$ cat src/rtl/ctr_pkg.sv
package ctr_pkg;

  localparam logic [4:0] MODE_OFF  = 5'b00000;
  localparam logic [4:0] MODE_NCO  = 5'b01000;
  localparam logic [4:0] MODE_EDGE = 5'b10000;
  localparam logic [4:0] MODE_ENC  = 5'b11111;

  typedef enum logic [2:0] {
    OP_NOP  = 3'd0,
    OP_SET  = 3'd1,
    OP_ADD  = 3'd2,
    OP_SUB  = 3'd3,
    OP_CLR  = 3'd4,
    OP_POLL = 3'd5
  } cmd_op_e;

  // Logic-mode condition: the low four mode bits form a truth table over {b,a}.
  function automatic logic cond_hit(logic [4:0] md, logic a, logic b, logic a_prev);
    if (md == MODE_EDGE) return a & ~a_prev;
    return md[{b, a}];
  endfunction

  // Encoder half-step on pair {a,b}: returns {reverse, forward}.
  function automatic logic [1:0] enc_step(logic [1:0] prev, logic [1:0] cur);
    case ({prev, cur})
      4'b00_01, 4'b01_11, 4'b11_10, 4'b10_00: return 2'b01;
      4'b00_10, 4'b10_11, 4'b11_01, 4'b01_00: return 2'b10;
      default:                                 return 2'b00;
    endcase
  endfunction

endpackage

$ cat src/rtl/ctr_pin_sync.sv
module ctr_pin_sync #(
  parameter int STAGES = 2
) (
  input  logic clk,
  input  logic rst_n,
  input  logic pin,
  output logic synced,
  output logic synced_prev
);
  logic [STAGES-1:0] sr_q;
  logic              prev_q;

  always_ff @(posedge clk or negedge rst_n) begin
    if (!rst_n) begin
      sr_q   <= '0;
      prev_q <= 1'b0;
    end else begin
      sr_q   <= {sr_q[STAGES-2:0], pin};
      prev_q <= sr_q[STAGES-1];
    end
  end

  assign synced      = sr_q[STAGES-1];
  assign synced_prev = prev_q;
endmodule

$ cat src/rtl/ctr_event_decode.sv
module ctr_event_decode
  import ctr_pkg::*;
(
  input  logic [4:0] mode,
  input  logic       a,
  input  logic       b,
  input  logic       a_prev,
  input  logic       b_prev,
  output logic       add_evt,
  output logic       sub_evt
);
  logic       is_logic;
  logic       is_enc;
  logic [1:0] step;

  assign is_enc   = (mode == MODE_ENC);
  assign is_logic = mode[4] & ~is_enc;
  assign step     = enc_step({a_prev, b_prev}, {a, b});

  always_comb begin
    add_evt = 1'b0;
    sub_evt = 1'b0;
    if (is_logic) begin
      add_evt = cond_hit(mode, a, b, a_prev);
    end else if (is_enc) begin
      add_evt = step[0];
      sub_evt = step[1];
    end
  end
endmodule

$ cat src/rtl/ctr_phase_reg.sv
module ctr_phase_reg
  import ctr_pkg::*;
#(
  parameter int W = 32
) (
  input  logic         clk,
  input  logic         rst_n,
  input  logic         inc_en,
  input  logic         dec_en,
  input  logic [W-1:0] step_val,
  input  logic         cmd_valid,
  input  logic [2:0]   cmd_op,
  input  logic [W-1:0] cmd_data,
  output logic [W-1:0] phs,
  output logic         wrap_evt
);
  logic [W-1:0] phs_q;
  logic [W-1:0] phs_d;
  logic [W:0]   ext;
  logic         sw_touch;

  function automatic logic [W:0] add_c(logic [W-1:0] x, logic [W-1:0] y);
    return {1'b0, x} + {1'b0, y};
  endfunction

  function automatic logic [W:0] sub_b(logic [W-1:0] x, logic [W-1:0] y);
    return {1'b0, x} - {1'b0, y};
  endfunction

  assign sw_touch = cmd_valid && (cmd_op == OP_SET || cmd_op == OP_ADD ||
                                  cmd_op == OP_SUB || cmd_op == OP_CLR);

  always_comb begin
    ext      = {1'b0, phs_q};
    wrap_evt = 1'b0;
    if (sw_touch) begin
      case (cmd_op)
        OP_SET:  ext = {1'b0, cmd_data};
        OP_ADD:  ext = add_c(phs_q, cmd_data);
        OP_SUB:  ext = sub_b(phs_q, cmd_data);
        default: ext = '0;
      endcase
      wrap_evt = ext[W] & (cmd_op == OP_ADD || cmd_op == OP_SUB);
    end else if (inc_en) begin
      ext      = add_c(phs_q, step_val);
      wrap_evt = ext[W];
    end else if (dec_en) begin
      ext      = sub_b(phs_q, step_val);
      wrap_evt = ext[W];
    end
    phs_d = ext[W-1:0];
  end

  always_ff @(posedge clk or negedge rst_n) begin
    if (!rst_n) phs_q <= '0;
    else        phs_q <= phs_d;
  end

  assign phs = phs_q;
endmodule

$ cat src/rtl/phase_accum_ctr.sv
module phase_accum_ctr
  import ctr_pkg::*;
#(
  parameter int PHS_W       = 32,
  parameter int SYNC_STAGES = 2
) (
  input  logic             clk,
  input  logic             rst_n,
  input  logic [4:0]       mode,
  input  logic [PHS_W-1:0] frq,
  input  logic             pin_a,
  input  logic             pin_b,
  input  logic             cmd_valid,
  input  logic [2:0]       cmd_op,
  input  logic [PHS_W-1:0] cmd_data,
  input  logic             sync_req,
  output logic [PHS_W-1:0] rd_data,
  output logic             wrap_flag,
  output logic             sync_ack,
  output logic             nco_out,
  output logic             qdr_out,
  output logic             add_stb,
  output logic             sub_stb
);
  localparam int NPINS = 2;
  localparam int TOP   = PHS_W - 1;

  logic [NPINS-1:0] pin_raw, pin_s, pin_p;
  logic             add_evt, sub_evt, nco_mode, wrap_evt, poll_cmd;
  logic [PHS_W-1:0] phs;
  logic             flag_q, ack_q;

  assign pin_raw = {pin_b, pin_a};

  for (genvar g = 0; g < NPINS; g++) begin : g_sync
    ctr_pin_sync #(.STAGES(SYNC_STAGES)) u_sync (
      .clk(clk), .rst_n(rst_n), .pin(pin_raw[g]),
      .synced(pin_s[g]), .synced_prev(pin_p[g])
    );
  end

  ctr_event_decode u_dec (
    .mode(mode), .a(pin_s[0]), .b(pin_s[1]),
    .a_prev(pin_p[0]), .b_prev(pin_p[1]),
    .add_evt(add_evt), .sub_evt(sub_evt)
  );

  assign nco_mode = (mode == MODE_NCO);

  ctr_phase_reg #(.W(PHS_W)) u_phs (
    .clk(clk), .rst_n(rst_n),
    .inc_en(add_evt | nco_mode), .dec_en(sub_evt), .step_val(frq),
    .cmd_valid(cmd_valid), .cmd_op(cmd_op), .cmd_data(cmd_data),
    .phs(phs), .wrap_evt(wrap_evt)
  );

  assign poll_cmd = cmd_valid && (cmd_op == OP_POLL);

  always_ff @(posedge clk or negedge rst_n) begin
    if (!rst_n) begin
      flag_q <= 1'b0;
      ack_q  <= 1'b0;
    end else begin
      flag_q <= wrap_evt | (flag_q & ~poll_cmd);
      ack_q  <= wrap_evt & sync_req;
    end
  end

  assign rd_data   = phs;
  assign wrap_flag = flag_q;
  assign sync_ack  = ack_q;
  assign nco_out   = nco_mode & phs[TOP];
  assign qdr_out   = nco_mode & ~(phs[TOP] ^ phs[TOP-1]);
  assign add_stb   = add_evt;
  assign sub_stb   = sub_evt;
endmodule

$ cat config.mk
export PLATFORM = sky130hd
export DESIGN_NAME = phase_accum_ctr
export DESIGN_NICKNAME = d
export VERILOG_FILES = /design/src/rtl/ctr_pkg.sv /design/src/rtl/ctr_pin_sync.sv /design/src/rtl/ctr_event_decode.sv /design/src/rtl/ctr_phase_reg.sv /design/src/rtl/phase_accum_ctr.sv
export SDC_FILE = /design/constraint.sdc
export NUM_CORES = 1
export LEC_CHECK = 0
export BUFFER_PORTS_ARGS = -buffer_cell sky130_fd_sc_hd__clkbuf_2
export CELL_PAD_IN_SITES_DETAIL_PLACEMENT = 0
export CELL_PAD_IN_SITES_GLOBAL_PLACEMENT = 1
export CORE_ASPECT_RATIO = 1.5
export CORE_MARGIN = 1.5
export CORE_UTILIZATION = 35
export CTS_BUF_LIST = sky130_fd_sc_hd__clkbuf_4
export DETAILED_ROUTE_END_ITERATION = 12
export PLACE_DENSITY = 0.79
export SLEW_MARGIN = 10
export SYNTH_ARGS = -nofsm -noshare
export SYNTH_HDL_FRONTEND = slang
export SYNTH_HIERARCHICAL = 1
export SYNTH_SLANG_ARGS = --single-unit
export TNS_END_PERCENT = 5
$ cat constraint.sdc
create_clock -name clk -period 4.2 [get_ports clk]
set_clock_uncertainty 0.2 [all_clocks]
set_input_delay 1.26 -clock clk [delete_from_list [all_inputs] [get_ports clk]]
set_output_delay 1.26 -clock clk [all_outputs]
set_load 0.03 [all_outputs]
## Word level (Yosys, flattened, before mapping)

Memories as Yosys holds them, arrays and structs flattened.
Cells that the tools add are included.

| word-level totals | value |
|---|---|
| register bits | 40 |
| bits in latches | 0 |
| RAM bits | 0 |
| bits in read-only memories | 32 |
| input bits | 78 |
| output and inout port bits | 38 |
| logic and storage cells | 60 |
| memories | 1 |

Memories:

| memory | depth | bits a word | rd ports | clocked after memory_dff | write ports | RTL line | text |
|---|---|---|---|---|---|---|---|
| (no name shown) | 16 | 2 | 1 | 0 | 0 | ctr_pkg.sv:25 | `case ({prev, cur})` |

| operators by class | value |
|---|---|
| $add $sub $neg | 4 |
| $mul | 0 |
| divide/modulo/power cells | 0 |
| order comparisons | 1 |
| equality and inequality tests | 8 |
| shifts and indexed selects | 0 |
| muxes and demuxes | 18 |
| bitwise operators | 14 |
| reductions and logical operators | 7 |

Operators by type and width:

| cell | count |
|---|---|
| $pmux 33 s3 | 1 |
| $mux 32 | 3 |
| $add 32x32->33 | 2 |
| $sub 32x32->33 | 2 |
| $mux 33 | 1 |
| $mux 1 | 12 |
| $eq 5x5->1 const B | 2 |
| $and 1x1->1 | 7 |
| $eq 3x2->1 const B | 2 |
| $eq 3x3->1 const B | 2 |
| $eq 5x4->1 const B | 1 |
| $logic_or 1x1->1 | 4 |
| $lt 2x4->1 const B | 1 |
| $not 1->1 | 4 |
| $eq 3x1->1 const B | 1 |
| $reduce_bool 3->1 | 1 |
| $bmux 1 s2 | 1 |
| $logic_and 1x1->1 | 2 |
| $or 1x1->1 | 2 |
| $xor 1x1->1 | 1 |

## Depth between registers and ports, before layout

| logic depth | value |
|---|---|
| depth after elaboration | 10 |
| depth in mapped cells | 20 |
| depth with buffers taken out | 20 |

## By module

Netlist, hierarchy kept.

Modules (own cells, without submodules):

| module | times used | cells each | area an instance (um^2) | sequential area each (um^2) |
|---|---|---|---|---|
| ctr_phase_reg | 1 | 1084 | 7642.3 | 800.8 |
| ctr_pin_sync | 2 | 3 | 75.1 | 75.1 |
| phase_accum_ctr | 1 | 10 | 125.1 | 50.0 |
| ctr_event_decode | 1 | 12 | 97.6 | 0.0 |

## Worst setup path before layout

Ideal clock, no wire load.

| path | value |
|---|---|
| path kind | input -> register |
| start point | in cmd_data[5] |
| end point | reg ack_q (netlist: sync_ack) |
| setup time | 0.119 ns |
| arrival | 4.743 ns |
| required time | 3.881 ns |
| path slack | -0.862 ns |
| stages | 16 |
| path buffers | 0 |
| cell sequence | nor4_1 -> nor4b_1 -> nand2_1 -> o41ai_1 -> xor2_1 -> ha_1 -> a211o_1 -> o211a_1 -> or3_1 -> o211ai_1 -> a21oi_1 -> a31oi_1 -> o21ai_0 -> xnor2_1 -> o32ai_1 -> and2_1 |

| on the way | value |
|---|---|
| word-level cells in the longest chain between the ends | 6 |
| elaborated cells between the ends (all ways) | 7 |
| classes of those cells | add/sub (2); mux (3); bitwise (2) |

RTL lines:

| what | RTL line | text |
|---|---|---|
| start: declaration | phase_accum_ctr.sv:15 | `input logic [PHS_W-1:0] cmd_data,` |
| $sub 32x32->33 / $add 32x32->33 (equally long branches) | ctr_phase_reg.sv:27, ctr_phase_reg.sv:23 |  |
| $pmux 33 s3 (*) | ctr_phase_reg.sv:37 | `case (cmd_op)` |
| $mux 33 (*) | ctr_phase_reg.sv:36 | `if (sw_touch) begin` |
| $and 1x1->1 (*) | ctr_phase_reg.sv:43 | `wrap_evt = ext[W] & (cmd_op == OP_ADD \|\| cmd_op == OP_SUB);` |
| $mux 1 (*) | ctr_phase_reg.sv:36 |  |
| via wrap_evt | phase_accum_ctr.sv:29 | `logic add_evt, sub_evt, nco_mode, wrap_evt, poll_cmd;` |
| $and 1x1->1 (*) | phase_accum_ctr.sv:65 | `ack_q <= wrap_evt & sync_req;` |
| end signal: assignment | phase_accum_ctr.sv:65 |  |
| end: declaration | phase_accum_ctr.sv:31 | `logic flag_q, ack_q;` |

Mark *: on every way through the listed nets, which the timed path passes. The rest lies on a longest branch. The select of a mux whose other input is x is not followed.
A chain may end at the register's enable or synchronous reset.

## Worst setup path in the final report

| path | value |
|---|---|
| start point | in cmd_data[5] |
| end point | reg u_phs.phs_q[24] (netlist: u_phs/phs[24]) |

| on the way | value |
|---|---|
| word-level cells in the longest chain between the ends | 4 |
| elaborated cells between the ends (all ways) | 5 |
| classes of those cells | add/sub (2); mux (3) |

RTL lines:

| what | RTL line | text |
|---|---|---|
| $sub 32x32->33 / $add 32x32->33 (equally long branches) | ctr_phase_reg.sv:27, ctr_phase_reg.sv:23 |  |
| $pmux 33 s3 (*) | ctr_phase_reg.sv:37 |  |
| $mux 33 (*) | ctr_phase_reg.sv:36 |  |
| $mux 32 (*) | ctr_phase_reg.sv:36 |  |
| end signal: assignment | ctr_phase_reg.sv:56 | `else phs_q <= phs_d;` |
| end: declaration | ctr_phase_reg.sv:17 | `logic [W-1:0] phs_q;` |

Every way passes the cells marked *; elsewhere a longest branch is shown, timed or not. The select of a mux whose other input is x is not followed.

==> flow_metrics.tcl <==
set metrics [dict create \
    fill_cells 2309 \
    numCtsBuffers 5 \
    viasPerCell 5.72 \
    drt_iter0_drc 596 \
    leakage_nw 5.17 \
    synth_cells 1112 \
    dp_slack_ns -1.08 \
    clk_latency_ns 0.36 \
    core_mm2 0.0224 \
    netlist_area_mm2 0.00802 \
    grt_setup_unrepaired "yes" \
    grt_usage 0.270 \
    avgSynthCellArea_um2 7.21 \
    cp.buffers_inverters 2 \
    max_freq_mhz 213 \
    criticalPathCategory "in2reg" \
    ios 116 \
    root_buffer "clkbuf_4" \
    drc 0 \
    gr-total-overflow 0 \
    yosysSeqAreaShare 0.125 \
    clockBufferDepth 2 \
    die_h_um 188 \
    violations "setup timing" \
    wl_per_cell_um 19.1 \
    fin_crit_ns 4.68 \
    die-area_mm2 0.0238 \
    worst_slew_pin_slew_ns 1.03 \
    holdPathEnd "g_sync[0].u_sync/sr_q[1]$_DFF_PN0_" \
    ir_drop_uv 428 \
    postSynthRegisterBits 40 \
    r2r_cells 13 \
    cts_tree "yes" \
    worstPathArrival_ns 4.74 \
    port_buffers 115 \
    wl_mm 32.5 \
    syn_nets 1290 \
    worstReg2RegEnd "sync_ack$_DFF_PN0_" \
    antenna_found_initial 2 \
    cts_sinks 40 \
    grt_first_pass_wirelength_mm 50.6 \
    crit_required_ns 4.25 \
    die_width_um 127 \
    clk_pin_slew_ns 0.12 \
    slowest_stage "or3_1" \
    ant_nets 0 \
    drt-pass1-iter-count 5 \
    start_util 0.358 \
    grt_pass1_vias 9870 \
    p_per_area_mw_per_mm2 705 \
    cts_hold_buf 0 \
    hold_viol_final 0 \
    synth.distinct_cells 89 \
    hp-start "g_sync[0].u_sync/sr_q[0]$_DFF_PN0_" \
    setup_slack_ns -0.485 \
    place_congestion 0.970 \
    r2r_slack_ns 0.63 \
    max_cap_viol_count 0 \
    dpl.hpwl_mm 27.6 \
    final_nets 1607 \
    cpLargestDelayFamily "compound AO/OA/AOI/OAI gates" \
    status "finished, violations left" \
    hold_depth 0 \
    final_util 0.483 \
    critPathMaxFanout 4 \
    async_reset_ff_frac 1.00 \
    drive_gt1_frac 0.290 \
    fin_crit_sh 1.12 \
    vias 9762 \
    end_kind "register" \
    h-tree-depth 2 \
    crit_chain "clkbuf_8 -> nor4_4 -> nor4b_4 -> nand2_2 -> o41ai_2 -> xor2_1 -> ha_1 -> a211o_1 -> o211a_1 -> or3_1 -> o211ai_1 -> a21oi_2 -> buf_4 -> nand3_2 -> o22a_1 -> o21ai_1 -> o32a_1" \
    slew_violations 0 \
    area.growth.synth_to_final_pct 34.8 \
    max_stage_delay_ns 0.36 \
    maxSlewHeadroom 0.313 \
    synth_edf_count 0 \
    grt_max_degree 41 \
    reg2reg_from "u_phs/phs[1]$_DFFE_PN0P_" \
    critPathLaunchType "primary input" \
    synth-main-ff-cell "dfrtp_1" \
    setup_violations 17 \
    min_path_type "reg2reg" \
    rows 67 \
    yosysWarnings 6 \
]
-- kinds of logic after synthesis --
group,synth area share
AO/OA/AOI/OAI,0.344
XOR/XNOR,0.0852
adder cells (fa/ha/maj),0.159
buffers and inverters,0.0645
flip-flops,0.125
multiplexers,0.0153
AND/OR/NAND/NOR,0.208
-- what timing repair did --
action,in CTS,in global routing
pin swaps,5,3
gates resized for setup,19,7
setup buffers,1,0
cloned,0,0
endpoints found under the setup margin,20,25
-- layer usage --
| layer | up-vias | wire length (µm) | global-route usage |
|---|---|---|---|
| met5 | - | 0 | 0 |
| met4 | 0 | 2790 | 0.203 |
| met3 | 133 | 1280 | 0.0281 |
| met2 | 336 | 16600 | 0.505 |
| met1 | 4554 | 11800 | 0.273 |
| li1 | 4739 | - | - |
-- how the worst max path moves through the flow --
stage                                      endpoint  slack [ns]  cells after the start        start
after floorplan                  sync_ack$_DFF_PN0_       -0.54                     16  cmd_data[5]
after global placement    u_phs/phs[23]$_DFFE_PN0P_       -1.02                     16  cmd_data[5]
after detailed placement  u_phs/phs[29]$_DFFE_PN0P_       -1.08                     16  cmd_data[5]
after CTS                 u_phs/phs[24]$_DFFE_PN0P_       -0.48                     17  cmd_data[5]
after global routing             sync_ack$_DFF_PN0_       -0.70                     17  cmd_data[5]
final                     u_phs/phs[24]$_DFFE_PN0P_       -0.48                     17  cmd_data[5]
-- through the flow --
step | power, W | TNS, ns | area (µm²) | cells | hold WS [ns]
after floorplan | 0.00460 | -8.98 | 8060 | 1112 | 0.131
after global placement | 0.00718 | -16.87 | 10600 | 1697 | 0.135
final | 0.00762 | -5.97 | 10800 | 1707 | 0.165
after global routing | 0.00820 | -10.50 | 10800 | 1706 | 0.170
after detailed placement | 0.00722 | -17.74 | 10600 | 1697 | 0.146
after CTS | 0.00756 | -5.83 | 10800 | 1706 | 0.166
-- power breakdown --
| part | internal, W | switching [W] | leakage, nW | total, W |
|---|---|---|---|---|
| registers | 0.000537 | 0.000320 | 0.465 | 0.000858 |
| clock network | 0.000131 | 0.000137 | 0.0457 | 0.000268 |
| logic | 0.00289 | 0.00361 | 4.66 | 0.00649 |
-- worst reg2reg max path, stage by stage, from the launching register on --
cell      delay, ns
dfrtp_1        0.49
inv_1          0.19
fa_1           0.46
o21bai_1       0.22
a21oi_1        0.13
a31oi_1        0.17
buf_4          0.16
and3_1         0.19
o211ai_1       0.14
nand2_1        0.15
a311oi_1       0.11
o311a_1        0.37
o32ai_1        0.36
and2_1         0.17
-- synth_stat cells, drive strengths merged, types with 15 or more instances --
| master | instances | area [µm²] |
|---|---|---|
| ha | 97 | 1210 |
| buf | 19 | 111 |
| xor2 | 31 | 272 |
| a21oi | 126 | 634 |
| o211ai | 18 | 140 |
| o21bai | 15 | 116 |
| nand2 | 75 | 282 |
| inv | 78 | 293 |
| o21a | 18 | 135 |
| nor2 | 106 | 398 |
| a21o | 24 | 181 |
| a31oi | 15 | 93.8 |
| clkbuf | 30 | 113 |
| o21ai | 72 | 360 |
| xnor2 | 47 | 412 |
| nand2b | 19 | 119 |
| nor3 | 32 | 176 |
| nand3 | 18 | 90.1 |
| a22oi | 15 | 113 |
| dfrtp | 40 | 1000 |
-- cell type report --
type	count	area, µm²	share of cell area
multi-input combinational	945	6650	0.616
timing repair buffer	359	2430	0.225
sequential	40	1000	0.0927
tap	276	345	0.0320
inverter	78	293	0.0271
clock buffer	6	45.0	0.00417
clock inverter	2	35.0	0.00324
antenna	1	2.50	0.000232
-- state kept, by name, indices dropped and copies added, names as in the netlist --
register	cells
g_sync.u_sync/synced_prev	2
g_sync.u_sync/sr_q	4
sync_ack	1
u_phs/phs	32
wrap_flag	1
-- layout by cell type, fill, tap and decap left out, types with 5 or more instances in the layout --
| cell | count |
|---|---|
| a211o_1 | 5 |
| a211oi_1 | 12 |
| a21o_1 | 23 |
| a21oi_1 | 124 |
| a221oi_1 | 9 |
| a22oi_1 | 15 |
| a31oi_1 | 14 |
| and2_1 | 6 |
| and3_1 | 10 |
| buf_4 | 243 |
| clkbuf_2 | 114 |
| clkbuf_4 | 6 |
| dfrtp_1 | 40 |
| ha_1 | 97 |
| inv_1 | 78 |
| mux2i_1 | 9 |
| nand2_1 | 74 |
| nand2b_1 | 19 |
| nand3_1 | 17 |
| nand4_1 | 14 |
| nor2_1 | 105 |
| nor2b_1 | 13 |
| nor3_1 | 29 |
| nor4_1 | 6 |
| o211ai_1 | 17 |
| o21a_1 | 18 |
| o21ai_0 | 64 |
| o21ai_1 | 8 |
| o21bai_1 | 13 |
| o221ai_1 | 11 |
| o22ai_1 | 7 |
| o31ai_1 | 7 |
| or2_2 | 5 |
| or3_1 | 11 |
| xnor2_1 | 47 |
| xor2_1 | 31 |
(Power assumes the default switching activity.)
